`config.mk`:
```
export PLATFORM = sky130hd
export DESIGN_NAME = adcal_sequencer
export DESIGN_NICKNAME = d
export VERILOG_FILES = /design/src/rtl/cal_seq_pkg.sv /design/src/rtl/cal_settle_timer.sv /design/src/rtl/cal_smp_counter.sv /design/src/rtl/cal_avg_accum.sv /design/src/rtl/cal_seq_ctrl.sv /design/src/rtl/adcal_sequencer.sv
export SDC_FILE = /design/constraint.sdc
export NUM_CORES = 1
export LEC_CHECK = 0
export ABC_AREA = 1
export BUFFER_PORTS_ARGS = -buffer_cell sky130_fd_sc_hd__buf_2
export CAP_MARGIN = 15
export CORE_MARGIN = 2
export CORE_UTILIZATION = 64
export DETAILED_ROUTE_END_ITERATION = 10
export GPL_ROUTABILITY_DRIVEN = 0
export GPL_TIMING_DRIVEN = 0
export PLACE_DENSITY = 0.89
export SYNTH_ARGS = -nofsm -noshare
export SYNTH_HDL_FRONTEND = slang
export SYNTH_HIERARCHICAL = 1
export SYNTH_SLANG_ARGS = --single-unit
```
`constraint.sdc`:
```
create_clock -name clk -period 3.1 [get_ports clk]
set_clock_uncertainty 0.2 [all_clocks]
set_input_delay 0.155 -clock clk [delete_from_list [all_inputs] [get_ports clk]]
set_output_delay 0.155 -clock clk [all_outputs]
set_load 0.01 [all_outputs]
```
`src/rtl/cal_seq_pkg.sv`:
```
package cal_seq_pkg;

   typedef enum logic [1:0] {
      SRC_GND_REF = 2'd0,
      SRC_SUP_REF = 2'd1,
      SRC_PIN_LO  = 2'd2,
      SRC_PIN_HI  = 2'd3
   } cal_src_e;

   typedef enum logic [2:0] {
      ST_IDLE,
      ST_SETTLE,
      ST_PRIME,
      ST_ACCUM,
      ST_REPORT
   } cal_state_e;

   localparam int SRC_W = 2;

endpackage

```
`src/rtl/cal_settle_timer.sv`:
```
module cal_settle_timer #(
   parameter int SETTLE_CYCLES = 2500
) (
   input  logic clk,
   input  logic rst_n,
   input  logic load,
   input  logic run,
   output logic expired
);
   localparam int TW = (SETTLE_CYCLES > 1) ? $clog2(SETTLE_CYCLES + 1) : 1;
   localparam logic [TW-1:0] LOAD_VAL = TW'(SETTLE_CYCLES - 1);

   logic [TW-1:0] cnt_q;

   always_ff @(posedge clk or negedge rst_n) begin
      if (!rst_n)
         cnt_q <= '0;
      else if (load)
         cnt_q <= LOAD_VAL;
      else if (run && (cnt_q != '0))
         cnt_q <= cnt_q - 1'b1;
   end

   assign expired = (cnt_q == '0);

endmodule

```
`src/rtl/cal_smp_counter.sv`:
```
module cal_smp_counter #(
   parameter int CNT_W = 5
) (
   input  logic             clk,
   input  logic             rst_n,
   input  logic             clr,
   input  logic             inc,
   output logic [CNT_W-1:0] cnt
);
   logic [CNT_W-1:0] cnt_q;

   always_ff @(posedge clk or negedge rst_n) begin
      if (!rst_n)
         cnt_q <= '0;
      else if (clr)
         cnt_q <= '0;
      else if (inc)
         cnt_q <= cnt_q + 1'b1;
   end

   assign cnt = cnt_q;

endmodule

```
`src/rtl/cal_avg_accum.sv`:
```
module cal_avg_accum #(
   parameter int DATA_W     = 27,
   parameter int AVG_LOG2   = 4,
   parameter int TAG_W      = 8,
   parameter int ROUND_MODE = 0
) (
   input  logic              clk,
   input  logic              rst_n,
   input  logic              clr,
   input  logic              add,
   input  logic              last,
   input  logic [DATA_W-1:0] din,
   input  logic [TAG_W-1:0]  tag_in,
   output logic [DATA_W-1:0] avg_out,
   output logic [TAG_W-1:0]  tag_out
);
   localparam int SUM_W = DATA_W + AVG_LOG2;
   localparam int SW1   = SUM_W + 1;
   localparam logic [SW1-1:0] FULL = SW1'({DATA_W{1'b1}});

   logic [SUM_W-1:0]  sum_q;
   logic [SUM_W-1:0]  sum_n;
   logic [SW1-1:0]    biased;
   logic [SW1-1:0]    avg_wide;
   logic [DATA_W-1:0] avg_n;
   logic [DATA_W-1:0] avg_q;
   logic [TAG_W-1:0]  tag_q;

   assign sum_n = sum_q + SUM_W'(din);

   generate
      if (ROUND_MODE == 0) begin : g_trunc
         assign biased = {1'b0, sum_n};
      end else begin : g_round
         localparam logic [SW1-1:0] HALF = SW1'(1) << (AVG_LOG2 - 1);
         assign biased = {1'b0, sum_n} + HALF;
      end
   endgenerate

   assign avg_wide = biased >> AVG_LOG2;
   assign avg_n    = (avg_wide > FULL) ? {DATA_W{1'b1}} : avg_wide[DATA_W-1:0];

   always_ff @(posedge clk or negedge rst_n) begin
      if (!rst_n)
         sum_q <= '0;
      else if (clr)
         sum_q <= '0;
      else if (add)
         sum_q <= sum_n;
   end

   always_ff @(posedge clk or negedge rst_n) begin
      if (!rst_n) begin
         avg_q <= '0;
         tag_q <= '0;
      end else if (add && last) begin
         avg_q <= avg_n;
         tag_q <= tag_in;
      end
   end

   assign avg_out = avg_q;
   assign tag_out = tag_q;

endmodule

```
`src/rtl/cal_seq_ctrl.sv`:
```
module cal_seq_ctrl
   import cal_seq_pkg::*;
#(
   parameter int NUM_CH_MAX = 64,
   parameter int PRIME_CNT  = 4,
   parameter int AVG_LOG2   = 4,
   parameter int CNT_W      = 5
) (
   input  logic                          clk,
   input  logic                          rst_n,
   input  logic                          start,
   input  logic [$clog2(NUM_CH_MAX+1)-1:0] num_ch,
   input  logic                          smp_valid,
   input  logic                          settle_done,
   input  logic [CNT_W-1:0]              smp_cnt,
   output logic                          settle_load,
   output logic                          settle_run,
   output logic                          cnt_clr,
   output logic                          cnt_inc,
   output logic                          acc_clr,
   output logic                          acc_add,
   output logic                          acc_last,
   output logic [SRC_W-1:0]              src_sel,
   output logic [$clog2(NUM_CH_MAX)-1:0] chan_sel,
   output logic                          busy,
   output logic                          res_valid
);
   localparam int NC_W  = $clog2(NUM_CH_MAX + 1);
   localparam int CH_W  = $clog2(NUM_CH_MAX);
   localparam int N_AVG = 1 << AVG_LOG2;
   localparam logic [CNT_W-1:0] PRIME_LAST = CNT_W'((PRIME_CNT > 0) ? PRIME_CNT - 1 : 0);
   localparam logic [CNT_W-1:0] AVG_LAST   = CNT_W'(N_AVG - 1);
   localparam logic [NC_W-1:0]  NC_CAP     = NC_W'(NUM_CH_MAX);
   localparam cal_state_e AFTER_SETTLE     = (PRIME_CNT > 0) ? ST_PRIME : ST_ACCUM;

   cal_state_e       state_q, state_n;
   cal_src_e         src_q, src_n;
   logic [CH_W-1:0]  chan_q, chan_n;
   logic [CH_W-1:0]  last_ch_q, last_ch_n;
   logic [NC_W-1:0]  eff_count;
   logic             seq_end;

   assign eff_count = (num_ch > NC_CAP) ? NC_CAP : num_ch;
   assign seq_end   = (src_q == SRC_PIN_HI) && (chan_q == last_ch_q);

   always_comb begin
      state_n     = state_q;
      src_n       = src_q;
      chan_n      = chan_q;
      last_ch_n   = last_ch_q;
      settle_load = 1'b0;
      cnt_clr     = 1'b0;
      cnt_inc     = 1'b0;
      acc_add     = 1'b0;
      acc_last    = 1'b0;
      unique case (state_q)
         ST_IDLE: begin
            if (start && (num_ch != '0)) begin
               state_n     = ST_SETTLE;
               src_n       = SRC_GND_REF;
               chan_n      = '0;
               last_ch_n   = CH_W'(eff_count - 1'b1);
               settle_load = 1'b1;
            end
         end
         ST_SETTLE: begin
            if (settle_done) begin
               state_n = AFTER_SETTLE;
               cnt_clr = 1'b1;
            end
         end
         ST_PRIME: begin
            if (smp_valid) begin
               if (smp_cnt == PRIME_LAST) begin
                  state_n = ST_ACCUM;
                  cnt_clr = 1'b1;
               end else begin
                  cnt_inc = 1'b1;
               end
            end
         end
         ST_ACCUM: begin
            if (smp_valid) begin
               acc_add = 1'b1;
               cnt_inc = 1'b1;
               if (smp_cnt == AVG_LAST) begin
                  acc_last = 1'b1;
                  state_n  = ST_REPORT;
               end
            end
         end
         ST_REPORT: begin
            if (seq_end) begin
               state_n = ST_IDLE;
               src_n   = SRC_GND_REF;
               chan_n  = '0;
            end else begin
               state_n     = ST_SETTLE;
               settle_load = 1'b1;
               src_n       = cal_src_e'(src_q + 2'd1);
               if (src_q == SRC_PIN_HI)
                  chan_n = chan_q + 1'b1;
            end
         end
         default: state_n = ST_IDLE;
      endcase
   end

   always_ff @(posedge clk or negedge rst_n) begin
      if (!rst_n) begin
         state_q   <= ST_IDLE;
         src_q     <= SRC_GND_REF;
         chan_q    <= '0;
         last_ch_q <= '0;
      end else begin
         state_q   <= state_n;
         src_q     <= src_n;
         chan_q    <= chan_n;
         last_ch_q <= last_ch_n;
      end
   end

   assign settle_run = (state_q == ST_SETTLE);
   assign acc_clr    = (state_q != ST_ACCUM);
   assign src_sel    = src_q;
   assign chan_sel   = chan_q;
   assign busy       = (state_q != ST_IDLE);
   assign res_valid  = (state_q == ST_REPORT);

endmodule

```
`src/rtl/adcal_sequencer.sv`:
```
module adcal_sequencer
   import cal_seq_pkg::*;
#(
   parameter int DATA_W        = 27,
   parameter int NUM_CH_MAX    = 64,
   parameter int SETTLE_CYCLES = 2500,
   parameter int PRIME_CNT     = 4,
   parameter int AVG_LOG2      = 4,
   parameter int ROUND_MODE    = 0
) (
   input  logic                            clk,
   input  logic                            rst_n,
   input  logic                            start,
   input  logic [$clog2(NUM_CH_MAX+1)-1:0] num_ch,
   input  logic                            smp_valid,
   input  logic [DATA_W-1:0]               smp_data,
   output logic [1:0]                      src_sel,
   output logic [$clog2(NUM_CH_MAX)-1:0]   chan_sel,
   output logic                            busy,
   output logic                            res_valid,
   output logic [DATA_W-1:0]               res_data,
   output logic [$clog2(NUM_CH_MAX)-1:0]   res_chan,
   output logic [1:0]                      res_src
);
   localparam int CH_W    = $clog2(NUM_CH_MAX);
   localparam int N_AVG   = 1 << AVG_LOG2;
   localparam int CNT_MAX = (PRIME_CNT > N_AVG) ? PRIME_CNT : N_AVG;
   localparam int CNT_W   = $clog2(CNT_MAX + 1);
   localparam int TAG_W   = CH_W + SRC_W;

   generate
      if (NUM_CH_MAX < 2)
         $error("NUM_CH_MAX must be at least 2");
      if (SETTLE_CYCLES < 1)
         $error("SETTLE_CYCLES must be at least 1");
      if (AVG_LOG2 < 1 || AVG_LOG2 > 12)
         $error("AVG_LOG2 must lie in 1..12");
      if (PRIME_CNT < 0)
         $error("PRIME_CNT must not be negative");
      if (DATA_W < 2)
         $error("DATA_W must be at least 2");
      if (ROUND_MODE != 0 && ROUND_MODE != 1)
         $error("ROUND_MODE must be 0 or 1");
   endgenerate

   logic             settle_load, settle_run, settle_done;
   logic             cnt_clr, cnt_inc;
   logic [CNT_W-1:0] smp_cnt;
   logic             acc_clr, acc_add, acc_last;
   logic [TAG_W-1:0] tag_out;

   cal_seq_ctrl #(
      .NUM_CH_MAX (NUM_CH_MAX),
      .PRIME_CNT  (PRIME_CNT),
      .AVG_LOG2   (AVG_LOG2),
      .CNT_W      (CNT_W)
   ) u_ctrl (
      .clk         (clk),
      .rst_n       (rst_n),
      .start       (start),
      .num_ch      (num_ch),
      .smp_valid   (smp_valid),
      .settle_done (settle_done),
      .smp_cnt     (smp_cnt),
      .settle_load (settle_load),
      .settle_run  (settle_run),
      .cnt_clr     (cnt_clr),
      .cnt_inc     (cnt_inc),
      .acc_clr     (acc_clr),
      .acc_add     (acc_add),
      .acc_last    (acc_last),
      .src_sel     (src_sel),
      .chan_sel    (chan_sel),
      .busy        (busy),
      .res_valid   (res_valid)
   );

   cal_settle_timer #(
      .SETTLE_CYCLES (SETTLE_CYCLES)
   ) u_settle (
      .clk     (clk),
      .rst_n   (rst_n),
      .load    (settle_load),
      .run     (settle_run),
      .expired (settle_done)
   );

   cal_smp_counter #(
      .CNT_W (CNT_W)
   ) u_cnt (
      .clk   (clk),
      .rst_n (rst_n),
      .clr   (cnt_clr),
      .inc   (cnt_inc),
      .cnt   (smp_cnt)
   );

   cal_avg_accum #(
      .DATA_W     (DATA_W),
      .AVG_LOG2   (AVG_LOG2),
      .TAG_W      (TAG_W),
      .ROUND_MODE (ROUND_MODE)
   ) u_acc (
      .clk     (clk),
      .rst_n   (rst_n),
      .clr     (acc_clr),
      .add     (acc_add),
      .last    (acc_last),
      .din     (smp_data),
      .tag_in  ({chan_sel, src_sel}),
      .avg_out (res_data),
      .tag_out (tag_out)
   );

   assign res_chan = tag_out[TAG_W-1:SRC_W];
   assign res_src  = tag_out[SRC_W-1:0];

endmodule

```
---- Word-level counts from Yosys, hierarchy flattened ----
Index checks and enable logic that the tools add are counted.
storage, ports and cells
  flip-flop bits (word level) ............. 100
  latch bits .............................. 0
  RAM bits ................................ 0
  ROM bits ................................ 0
  input bits .............................. 38
  logic and storage cells ................. 88
  memories kept ........................... 0
operators by class
  add/subtract/negate cells ............... 6
  multipliers ............................. 0
  divide/modulo/power cells ............... 0
  order comparisons ....................... 2
  eq/ne operators ......................... 16
  shift-type cells ........................ 0
  multiplexer cells ....................... 38
  bitwise logic cells ..................... 0
  reduce and logical (&&, ||, !) cells .... 17
operators with widths
  operator                                               number
  two-way mux 31 bit                                     2
  adder 31 x 27 -> 31 bit                                1
  greater-than comparator 27 bit, second input constant  1
  two-way mux 27 bit                                     1
  two-way mux 12 bit                                     2
  two-way mux 6 bit                                      4
  two-way mux 3 bit                                      6
  one-hot mux 3 bit (5 select lines)                     1
  two-way mux 1 bit                                      13
  zero test 12 bit                                       1
  one-hot mux 6 bit (2 select lines)                     1
  nonzero test 12 bit                                    1
  subtractor 12 x 1 -> 12 bit, second input constant     1
  two-way mux 5 bit                                      2
  nonzero test 2 bit                                     4
  greater-than comparator 7 bit, second input constant   1
  nonzero test 7 bit                                     1
  adder 6 x 1 -> 6 bit, second input constant            1
  == test 3 x 2 -> 1 bit, second input constant          2
  == test 6 bit                                          1
  != test 2 x 1 -> 1 bit, second input constant          3
  != test 2 bit, second input constant                   3
  one-hot mux 1 bit (2 select lines)                     3
  AND reduction 6 bit                                    1
  17 further kinds                                       22

---- Logic depth before layout (Yosys ltp) ----
Gate-level depths: netlist (run 1).
  depth in word-level cells ............... 6
  gate-level depth with buffers ........... 15

---- Hierarchy ----
The synthesis (run 1) kept the hierarchy.
modules (own cells, without submodules)
  module            times used  cells an instance  area each (um^2)
  cal_avg_accum     1           711                4605.7
  cal_seq_ctrl      1           206                1313.8
  cal_settle_timer  1           121                849.6
  cal_smp_counter   1           32                 266.5

---- Least setup slack after synthesis (run 1) ----
No wires, ideal clock.
  kind .................................... register -> register
  start ................................... register, netlist name u_settle/cnt_q[0]
  end ..................................... register u_acc.avg_q[12], in the netlist u_acc/avg_out[12]
  library setup time ...................... 0.066 ns
  data arrival time ....................... 1.880 ns
  setup slack ............................. 0.954 ns
  cell stages (with the launch flop) ...... 15
  path buffers ............................ 1
  period minus slack after synthesis ...... 2.146 ns
  path through ............................ dfrtp_1 -> inv_1 -> ha_1 -> nand3_1 -> nor3_1 -> nand3b_1 -> nand2_1 -> a21oi_1 -> nand3_1 -> nor2_1 -> nand2_1 -> inv_1 -> buf_2 -> nand3_1 -> nand2_1
RTL lines
  item                  RTL line             text
  end signal, assigned  cal_avg_accum.sv:57  avg_q <= avg_n;
  end, declared         cal_avg_accum.sv:26  logic [DATA_W-1:0] avg_q;

==> results of run 1 <==
[area by class of cell]
class	instances	area, um2	area share (%)
Tap cell	140	175	2.18
Buffer	14	68.8	0.857
Inverter	157	589	7.34
Multi-Input combinational cell	799	3880	48.3
Timing Repair Buffer	93	541	6.73
Sequential cell	100	2500	31.1
Clock buffer	9	124	1.54
Clock inverter	7	156	1.95
[cells by family (layout without fill, tap and decap cells)]
kind of cell / Yosys count / in the layout
buf+inv: 171 / 280
flops: 100 / 100
compound gates: 61 / 61
simple gates: 682 / 682
fa+ha+maj: 34 / 34
xor+xnor: 22 / 22
[layer usage]
metal / part of all wire, % / GRT usage (%) / vias up
met5: 0 / 0 / -
met3: 7.3 / 7.77 / 51
met1: 42 / 38.1 / 3167
met4: 3.4 / 13.6 / 0
li1: - / - / 3524
met2: 47 / 55.1 / 237
[flip-flops by register name (all words and copies together) (netlist names)]
| name | flops |
|---|---|
| u_acc/sum_q | 31 |
| u_ctrl/state_q | 3 |
| u_cnt/cnt | 5 |
| u_ctrl/chan_sel | 6 |
| u_ctrl/last_ch_q | 6 |
| u_acc/avg_out | 27 |
| u_acc/tag_out | 8 |
| u_ctrl/src_sel | 2 |
| u_settle/cnt_q | 12 |
[stage by stage]
| stage | hold WS, ns | utilization (%) | power [mW] |
|---|---|---|---|
| 2_1_floorplan | -0.341 | - | 2.92 |
| 3_3_place_gp | 0.258 | 70.6 | 3.29 |
| 3_5_place_dp | 0.0263 | 70.9 | 3.36 |
| 4_1_cts | 0.00706 | 74.4 | 4.54 |
| 5_1_grt | 0.0616 | 74.4 | 4.85 |
| 6_report | 0.0414 | 74.4 | 4.55 |
[worst register-to-register path: stages (launching register included)]
cell and delay (ns):
dfrtp_1 0.41, inv_2 0.12, ha_1 0.20, nand3_1 0.08
nor3_1 0.32, nand3b_1 0.18, nand2_1 0.08, a21oi_1 0.12
nand3_1 0.17, nor2_1 0.14, nand2_1 0.16, clkbuf_1 0.36
nand2_1 0.16, nand2_1 0.06
[path summary, 6_finish.rpt]
check | from | end | slack [ns] | depth (start not counted)
setup reg to reg | u_settle/cnt_q[0] | u_acc/avg_out[5] | 0.25 | 13
hold reg to reg | u_acc/avg_out[21] | u_acc/avg_out[21] | 0.29 | 2
hold / removal | num_ch[6] | u_ctrl/last_ch_q[0] | 0.04 | 5
setup / recovery | u_settle/cnt_q[0] | u_acc/avg_out[5] | 0.25 | 13
max in group asynchronous | rst_n | u_acc/sum_q[3] | 1.89 | 3
min in group asynchronous | rst_n | u_cnt/cnt[4] | 0.13 | 2
[cell usage in the layout (no fill, tap or decap), types with 2 or more instances in the layout]
master / instances
nand3b_1: 8
nand2_2: 12
xnor2_1: 8
bufinv_16: 4
a21oi_1: 21
inv_1: 148
a22o_1: 2
nor2_1: 72
clkbuf_1: 8
dfrtp_1: 100
nor2_2: 8
and2_1: 3
clkbuf_8: 9
nor2_4: 4
xor2_1: 14
nand2_4: 3
nor3_1: 6
nand4_1: 16
ha_1: 33
o21ai_2: 5
buf_2: 85
dlygate4sd3_1: 10
nand3_1: 87
nand2_1: 459
o21ai_0: 23
o21bai_1: 3
inv_2: 8
[Yosys cell counts (4+ instances only)]
cell type,count
o21ai_2,5
nand3_1,87
nand2_2,12
nand3b_1,8
buf_2,5
ha_1,33
dfrtp_1,100
inv_1,149
nand2_1,459
nand4_1,16
inv_2,7
a21oi_1,21
clkbuf_1,8
nor2_1,72
nor3_1,6
xor2_1,14
nor2_2,8
xnor2_1,8
nor2_4,4
o21ai_0,23
[power by group]
part / internal [mW] / switching (mW) / leakage (nW)
Combinational: 0.597 / 1.13 / 3.40
Clock: 0.632 / 0.502 / 0.139
Sequential: 1.50 / 0.186 / 1.36
[repair_timing]
action,4_1_cts,5_1_grt
endpoints found under the setup margin,0,10
hold buffers,10,0
hold endpoints to repair,58,0
gates resized for setup,0,2
==> results.py, run 1 <==
metrics = {
    "outcome": {
        "status": "finished, final reports clean",
    },
    "sta": {
        "final_max_slew_viol_count": 0,
        "finalHoldViolations": 0,
        "maxSlewHeadroom_pct": 55.5,
        "setup_ws_ns": 0.249,
        "setup_viol": 0,
        "max_freq_mhz": 351,
        "setup_tns_ns": 0,
        "finalCriticalPeriod_ns": 2.85,
        "tightest_slew_ns": 0.667,
        "rsz0062_at_grt": "false",
        "fin_crit_sh_pct": 92.0,
    },
    "drt": {
        "via_per_inst": 5.29,
        "vias": 6979,
        "dr.pass1.iters": 7,
        "drtIter0Drc": 464,
        "routedWlPerCell_um": 13.6,
        "ant_nets": 0,
        "wirelength_um": 17900,
        "drc": 0,
    },
    "logic_synthesis": {
        "synthSimpleGateAreaFrac_pct": 41.2,
        "synth_cell_types": 38,
        "synth_compound_area_share_pct": 5.07,
        "synth_top_area_share_pct": 35.6,
        "synth_edf_count": 0,
        "synthTopCellsByArea": "dfrtp_1 (36%), nand2_1 (24%), inv_1 (7.9%), nand3_1 (6.2%), ha_1 (5.9%)",
        "netlist_area_um2": 7040,
        "avgSynthCellArea_um2": 6.58,
        "synth_top_family_by_area": "simple AND/OR/NAND/NOR gates",
        "synth_ff_type": "dfrtp_1",
        "synth_cells": 1070,
        "yosys.area_share.adder_pct": 6.15,
        "synth-async-reset-ratio_pct": 100,
        "ys_seq_elements": 100,
        "yosys_warnings": 6,
        "ys_seq_area_share_pct": 35.6,
        "synth.area.mux_share_pct": 0,
        "synth.largest_area_cell": "dfrtp_1",
        "synth_nets": 1142,
        "synth-xor-area-share_pct": 2.74,
    },
    "power_and_ir_drop": {
        "powerDensity_nw_per_um2": 566,
        "p_leak_nw": 4.90,
        "peakVddDrop_mv": 0.546,
    },
    "layout": {
        "final_cells": 1319,
        "n_antenna_cell": 0,
        "layout-drive-gt1-share_pct": 12.7,
        "design_area_um2": 8030,
        "nets": 1246,
        "nFillCells": 896,
        "area_delta_synth_final_pct": 14.2,
    },
    "cts": {
        "htree_levels": 3,
        "root_buffer": "clkbuf_8",
        "clk_path_buf_depth": 2,
        "clock_latency_ns": 0.39,
        "cts.sinks": 100,
        "tritoncts": "done",
        "post_cts_buffers": 0,
        "cts_buffers": 9,
        "clk_pin_slew_worst_paths_ns": 0.10,
    },
    "global_routing": {
        "antenna_found_initial": 0,
        "grt_max_degree": 52,
        "grt_pass1_vias": 6666,
        "grt_overflow": 0,
        "grt.total_usage_pct": 32.0,
        "grt_pass1_wl_um": 29500,
    },
    "worst_setup_path": {
        "path_class": "register to register",
        "cp_num_buf_inv": 2,
        "critPathArrivalTime_ns": 2.94,
        "crit_path_cell_trace": "inv_2 > ha_1 > nand3_1 > nor3_1 > nand3b_1 > nand2_1 > a21oi_1 > nand3_1 > nor2_1 > nand2_1 > clkbuf_1 > nand2_1 > nand2_1",
        "crit_path_end_kind": "register",
        "worstSetupStartpointType": "register",
        "crit_family": "simple AND/OR/NAND/NOR gates",
        "cp.required_ns": 3.18,
        "path_max_fanout": 10,
        "cp_slowest_stage_delay_ns": 0.41,
        "cp_slowest_cell": "dfrtp_1",
        "cpMostUsedCell": "nand2_1",
    },
    "floorplanning": {
        "die_height_um": 109,
        "std_cell_rows": 38,
        "core_area_um2": 10800,
        "initial_utilization_pct": 65.2,
        "io_pins": 83,
        "die-area_um2": 11800,
        "die_w_um": 109,
    },
    "placement": {
        "place_inst": 1293,
        "hpwl_um": 13400,
        "portBuffers": 82,
        "dp_slack_ns": 0.305,
        "place_area_um2": 7650,
    },
    "flow_run": {
        "maxCapViolations": 0,
    },
    "hold_path": {
        "worstHoldPathType": "primary input to register",
    },
}
(Power assumes the default switching activity.)
==> run 2, diff against run 1 <==
CORE_ASPECT_RATIO = 1.4   (was default)
==> run 2 against run 1 <==
Net effect: the run now ends with DRC left; design area decreased by 0.62%; count of clock-buffer cells in the layout increased by 1; register-to-register slack improved by 0.09 ns; cell count decreased by 0.45%; worst hold slack got worse by 0.029 ns; combinational power about the same; global-route usage decreased by 1.1 points; first-iteration DRC count decreased by 15%; core utilization decreased by 0.20 points; largest power group unchanged.
==> results.py, run 2 (synthesis gave the netlist of run 1 again) <==
metrics = {
    "layout": {
        "design_area_um2": 7980,
        "final_cell_mix": "nand2_1 (459), inv_1 (149), dfrtp_1 (100)",
        "nFillCells": 908,
        "final_cells": 1313,
        "utilization_pct": 74.2,
        "nets": 1239,
        "layout-drive-gt1-share_pct": 12.9,
        "final_common_cell": "nand2_1",
        "largest_reg_flops": 31,
        "top_register": "u_acc/sum_q",
        "n_antenna_cell": 0,
        "area_delta_synth_final_pct": 13.5,
    },
    "global_routing": {
        "grt_max_degree": 61,
        "grt_overflow": 0,
        "grt_pass1_wl_um": 29300,
        "grt_pass1_vias": 6547,
        "antenna_found_initial": 0,
        "grt.total_usage_pct": 30.9,
    },
    "power_and_ir_drop": {
        "power.switching_mw": 1.85,
        "powerDensity_nw_per_um2": 564,
        "p_leak_nw": 4.88,
        "pwr-share-comb_pct": 37.8,
        "internal_power_mw": 2.66,
        "p_clk_share_pct": 24.9,
        "p_seq_share_pct": 37.4,
        "power_switching_share_pct": 41.0,
        "peakVddDrop_mv": 0.517,
        "finalPower_mw": 4.50,
    },
    "placement": {
        "dp_slack_ns": 0.309,
        "portBuffers": 82,
        "hpwl_um": 13400,
        "place_area_um2": 7650,
        "place_inst": 1294,
    },
    "cts": {
        "clk_path_buf_depth": 2,
        "clk_pin_slew_worst_paths_ns": 0.07,
        "htree_levels": 3,
        "cts.sinks": 100,
        "clock_latency_ns": 0.35,
        "root_buffer": "clkbuf_16",
        "cts_buffers": 9,
        "tritoncts": "done",
    },
    "floorplanning": {
        "die-area_um2": 11900,
        "io_pins": 83,
        "std_cell_rows": 45,
        "die_height_um": 128,
        "initial_utilization_pct": 65.4,
        "die_w_um": 92.6,
        "core_area_um2": 10800,
    },
    "sta": {
        "setup_viol": 0,
        "rsz0062_at_grt": "false",
        "maxSlewHeadroom_pct": 59.3,
        "fin_crit_sh_pct": 89.0,
        "setup_ws_ns": 0.340,
        "whs_ns": 0.0126,
        "finalCriticalPeriod_ns": 2.76,
        "finalHoldViolations": 0,
        "max_freq_mhz": 362,
        "setup_tns_ns": 0,
        "tightest_slew_ns": 0.610,
        "final_max_slew_viol_count": 0,
    },
    "flow_run": {
        "maxCapViolations": 0,
    },
    "drt": {
        "drc": 1,
        "wirelength_um": 17600,
        "ant_nets": 0,
        "routedWlPerCell_um": 13.4,
        "vias": 7017,
        "dr.pass1.iters": 8,
        "drtIter0Drc": 393,
        "via_per_inst": 5.34,
    },
    "worst_setup_path": {
        "path_max_fanout": 10,
        "path_class": "register to register",
        "worstSetupStartpointType": "register",
        "cp.required_ns": 3.18,
        "critPathArrivalTime_ns": 2.84,
        "crit_path_end_kind": "register",
    },
    "outcome": {
        "violations": "DRC",
        "status": "finished, violations left",
    },
    "hold_path": {
        "worstHoldPathType": "primary input to register",
    },
}
==> run 2: changes by cell type in the layout (fill, tap and decap cells not counted), sizes merged <==
cell,previous run,this run
dlygate4sd3,10,3
inv,158,159
buf,88,90
clkbuf,18,17
clkinvlp,0,1
clkinv,2,3
bufinv,4,0
==> run 2: worst paths after layout <==
check | start | end | slack [ns] | cells past startpoint
max in group asynchronous | rst_n | u_acc/sum_q[29] | 1.87 | 3
min reg2reg | u_acc/avg_out[21] | u_acc/avg_out[21] | 0.28 | 2
min in group asynchronous | rst_n | u_acc/avg_out[5] | 0.14 | 2
max | u_settle/cnt_q[0] | u_acc/avg_out[25] | 0.34 | 14
min | start | u_ctrl/last_ch_q[4] | 0.01 | 3
max reg2reg | u_settle/cnt_q[0] | u_acc/avg_out[25] | 0.34 | 14
==> run 2: critical path, cell delays in order (launching register included) <==
cell      delay [ns]
dfrtp_1         0.40
inv_1           0.18
ha_1            0.20
nand3_1         0.09
nor3_2          0.24
nand3b_1        0.14
nand2_1         0.07
a21oi_1         0.11
nand3_1         0.17
nor2_1          0.13
nand2_1         0.18
inv_1           0.13
buf_2           0.26
nand3_1         0.14
nand2_1         0.08
==> run 2: layout make-up <==
class / instances / area (um2) / area share (%)
Inverter: 157 / 589 / 7.38
Clock inverter: 6 / 56.3 / 0.705
Tap cell: 141 / 176 / 2.21
Timing Repair Buffer: 86 / 470 / 5.89
Clock buffer: 10 / 239 / 2.99
Sequential cell: 100 / 2500 / 31.3
Buffer: 14 / 67.6 / 0.846
Multi-Input combinational cell: 799 / 3880 / 48.6
==> run 2: power by group through the flow <==
| stage | logic [mW] | clock network, mW | registers [mW] |
|---|---|---|---|
| after floorplan | 1.24 | 0 | 1.68 |
| final | 1.70 | 1.12 | 1.68 |
| after detailed placement | 1.66 | 0 | 1.70 |
| after global placement | 1.60 | 0 | 1.69 |
| after global routing | 1.93 | 1.18 | 1.70 |
| after CTS | 1.69 | 1.14 | 1.68 |
==> run 2: timing repair <==
action	CTS	global route
setup buffers	0	0
hold buffers	3	0
setup endpoints to repair	0	16
endpoints found under the hold margin	42	0
resized for setup	0	4
==> run 2: per-layer routing <==
| layer | vias to the layer above | wire length, um | track usage (%) |
|---|---|---|---|
| li1 | 3517 | - | - |
| met1 | 3206 | 6920 | 36.1 |
| met2 | 236 | 9030 | 55.6 |
| met3 | 58 | 901 | 4.12 |
| met4 | 0 | 775 | 14.6 |
| met5 | - | 0 | 0 |
==> run 3, diff against run 2 <==
BUFFER_PORTS_ARGS = default   (was -buffer_cell sky130_fd_sc_hd__buf_2)
CORE_UTILIZATION = 60   (was 64)
DONT_BUFFER_PORTS = 1   (was default)
PLACE_DENSITY = 0.79   (was 0.89)
==> run 3 against run 2 <==
Net effect: the run ends with hold timing left; core utilization shrank 6.2 points; critical path depth shrank 4; non-clock buffer count shrank 65; sequential cell count is the same; register-to-register slack lost 0.04 ns; fmax shrank 7.9%; die area grew 6.4%; largest cell class unchanged.
==> results.py, run 3 (synthesis gave the netlist of run 1 again) <==
metrics = {
    "outcome": {
        "status": "finished, violations left",
        "violations": "hold timing",
    },
    "worst_setup_path": {
        "path_class": "primary input to register",
        "worstSetupStartpointType": "primary input",
        "r2r_start": "u_settle/cnt_q[0]",
        "reg2reg_depth": 14,
        "r2r_slack_ns": 0.30,
        "r2r_end": "u_acc/avg_out[25]",
        "path_max_fanout": 5,
        "critPathLaunch": "num_ch[6]",
        "crit_path_end_kind": "register",
        "critPathCapture": "u_ctrl/last_ch_q[5]",
        "critPathArrivalTime_ns": 3.03,
        "cp.required_ns": 3.14,
    },
    "sta": {
        "whs_ns": -0.0113,
        "max_freq_mhz": 334,
        "setup_viol": 0,
        "setup_ws_ns": 0.104,
        "fin_crit_sh_pct": 96.6,
        "final_max_slew_viol_count": 0,
        "maxSlewHeadroom_pct": 57.6,
        "tightest_slew_ns": 0.636,
        "finalHoldViolations": 1,
        "rsz0062_at_grt": "false",
        "setup_tns_ns": 0,
        "finalCriticalPeriod_ns": 3.00,
    },
    "cts": {
        "cts.sinks": 100,
        "htree_levels": 3,
        "post_cts_buffers": 0,
        "clock_latency_ns": 0.35,
        "clk_pin_slew_worst_paths_ns": 0.08,
        "tritoncts": "done",
        "root_buffer": "clkbuf_16",
        "clk_path_buf_depth": 2,
        "cts_buffers": 9,
    },
    "global_routing": {
        "grt_overflow": 0,
        "grt_pass1_wl_um": 29300,
        "antenna_found_initial": 0,
        "grt_pass1_vias": 6298,
        "grt.total_usage_pct": 29.4,
        "grt_max_degree": 101,
    },
    "drt": {
        "drtIter0Drc": 314,
        "dr.pass1.iters": 5,
        "drc": 0,
        "routedWlPerCell_um": 14.4,
        "ant_nets": 0,
        "wirelength_um": 18000,
        "via_per_inst": 5.29,
        "vias": 6618,
    },
    "floorplanning": {
        "std_cell_rows": 46,
        "core_area_um2": 11400,
        "die_height_um": 132,
        "initial_utilization_pct": 61.7,
        "io_pins": 83,
        "die-area_um2": 12600,
        "die_w_um": 95.5,
    },
    "hold_path": {
        "worstHoldPathType": "primary input to register",
    },
    "placement": {
        "place_inst": 1214,
        "portBuffers": 0,
        "hpwl_um": 13400,
        "dp_slack_ns": 0.371,
    },
    "power_and_ir_drop": {
        "p_leak_nw": 4.56,
        "pwr-share-comb_pct": 35.9,
        "power.switching_mw": 1.84,
        "p_seq_share_pct": 37.7,
        "powerDensity_nw_per_um2": 588,
        "finalPower_mw": 4.56,
        "internal_power_mw": 2.72,
        "peakVddDrop_mv": 0.560,
        "power_switching_share_pct": 40.3,
        "p_clk_share_pct": 26.3,
    },
    "layout": {
        "final_cells": 1251,
        "n_antenna_cell": 0,
        "nFillCells": 1029,
        "final_common_cell": "nand2_1",
        "top_register": "u_acc/sum_q",
        "largest_reg_flops": 31,
        "nets": 1174,
        "final_cell_mix": "nand2_1 (459), inv_1 (149), dfrtp_1 (100)",
        "area_delta_synth_final_pct": 10.3,
        "layout-drive-gt1-share_pct": 6.14,
    },
    "flow_run": {
        "maxCapViolations": 0,
    },
}
==> run 3: changes by cell type in the layout (fill, tap and decap cells not counted), moves of 2 or more <==
| cell | delta |
|---|---|
| o21ai_0 | -2 |
| dlygate4sd3_1 | +17 |
| buf_2 | -81 |
| clkbuf_1 | +2 |
==> run 3: worst min-delay path by stage <==
stage,from,endpoint,slack [ns],cells after the start
global route,num_ch[1],u_ctrl/last_ch_q[3],0.003,5
detailed placement,rst_n,u_acc/avg_out[0],-0.34,0
finish,num_ch[1],u_ctrl/last_ch_q[3],-0.01,5
floorplan,rst_n,u_acc/avg_out[0],-0.34,0
global placement,rst_n,u_acc/avg_out[0],-0.34,0
CTS,smp_data[13],u_acc/sum_q[13],0.002,4
==> run 3: cell type report <==
| type | instances | area (um2) | area share, % |
|---|---|---|---|
| Multi-Input combinational cell | 799 | 3880 | 50.0 |
| Sequential cell | 100 | 2500 | 32.3 |
| Inverter | 157 | 589 | 7.60 |
| Clock buffer | 10 | 239 | 3.08 |
| Timing Repair Buffer | 21 | 228 | 2.94 |
| Tap cell | 144 | 180 | 2.32 |
| Clock inverter | 6 | 71.3 | 0.919 |
| Buffer | 14 | 66.3 | 0.855 |
==> run 3: stage by stage <==
| stage | cell area, um2 | hold slack (ns) | util [%] |
|---|---|---|---|
| 6_report | 7760 | -0.0113 | 68.1 |
| 5_1_grt | 7760 | 0.00301 | 68.1 |
| 4_1_cts | 7740 | 0.00174 | 68.0 |
| 3_5_place_dp | 7220 | -0.338 | 63.3 |
| 3_3_place_gp | 7220 | -0.338 | 63.3 |
| 2_1_floorplan | 7040 | -0.341 | - |
==> run 3: repair_timing <==
action | 4_1_cts | 5_1_grt
endpoints found under the hold margin | 121 | 1
setup endpoints to repair | 0 | 1
hold buffers | 20 | 1
gates resized for setup | 0 | 3
==> run 3: worst max-delay path: stages <==
cell           delay (ns)
dlygate4sd3_1        0.58
inv_1                0.11
o21ai_1              0.14
nand3b_1             0.13
nand3b_1             0.16
dlygate4sd3_1        0.56
nand3_1              0.06
dlygate4sd3_1        0.54
nand2_1              0.04
dlygate4sd3_1        0.55
==> run 3: routing by layer <==
metal | GRT usage (%) | vias up | wire (um)
met5 | 0 | - | 0
met4 | 13.0 | 0 | 758
met3 | 5.55 | 49 | 916
met2 | 51.7 | 166 | 9230
met1 | 33.9 | 3021 | 7100
li1 | - | 3382 | -
==> run 3: power by group through the flow <==
stage / Clock [mW] / Sequential, mW / Combinational [mW]
after detailed placement: 0 / 1.74 / 1.51
after global placement: 0 / 1.73 / 1.48
after CTS: 1.22 / 1.71 / 1.62
after floorplan: 0 / 1.68 / 1.24
final: 1.20 / 1.72 / 1.64
after global routing: 1.28 / 1.75 / 1.83
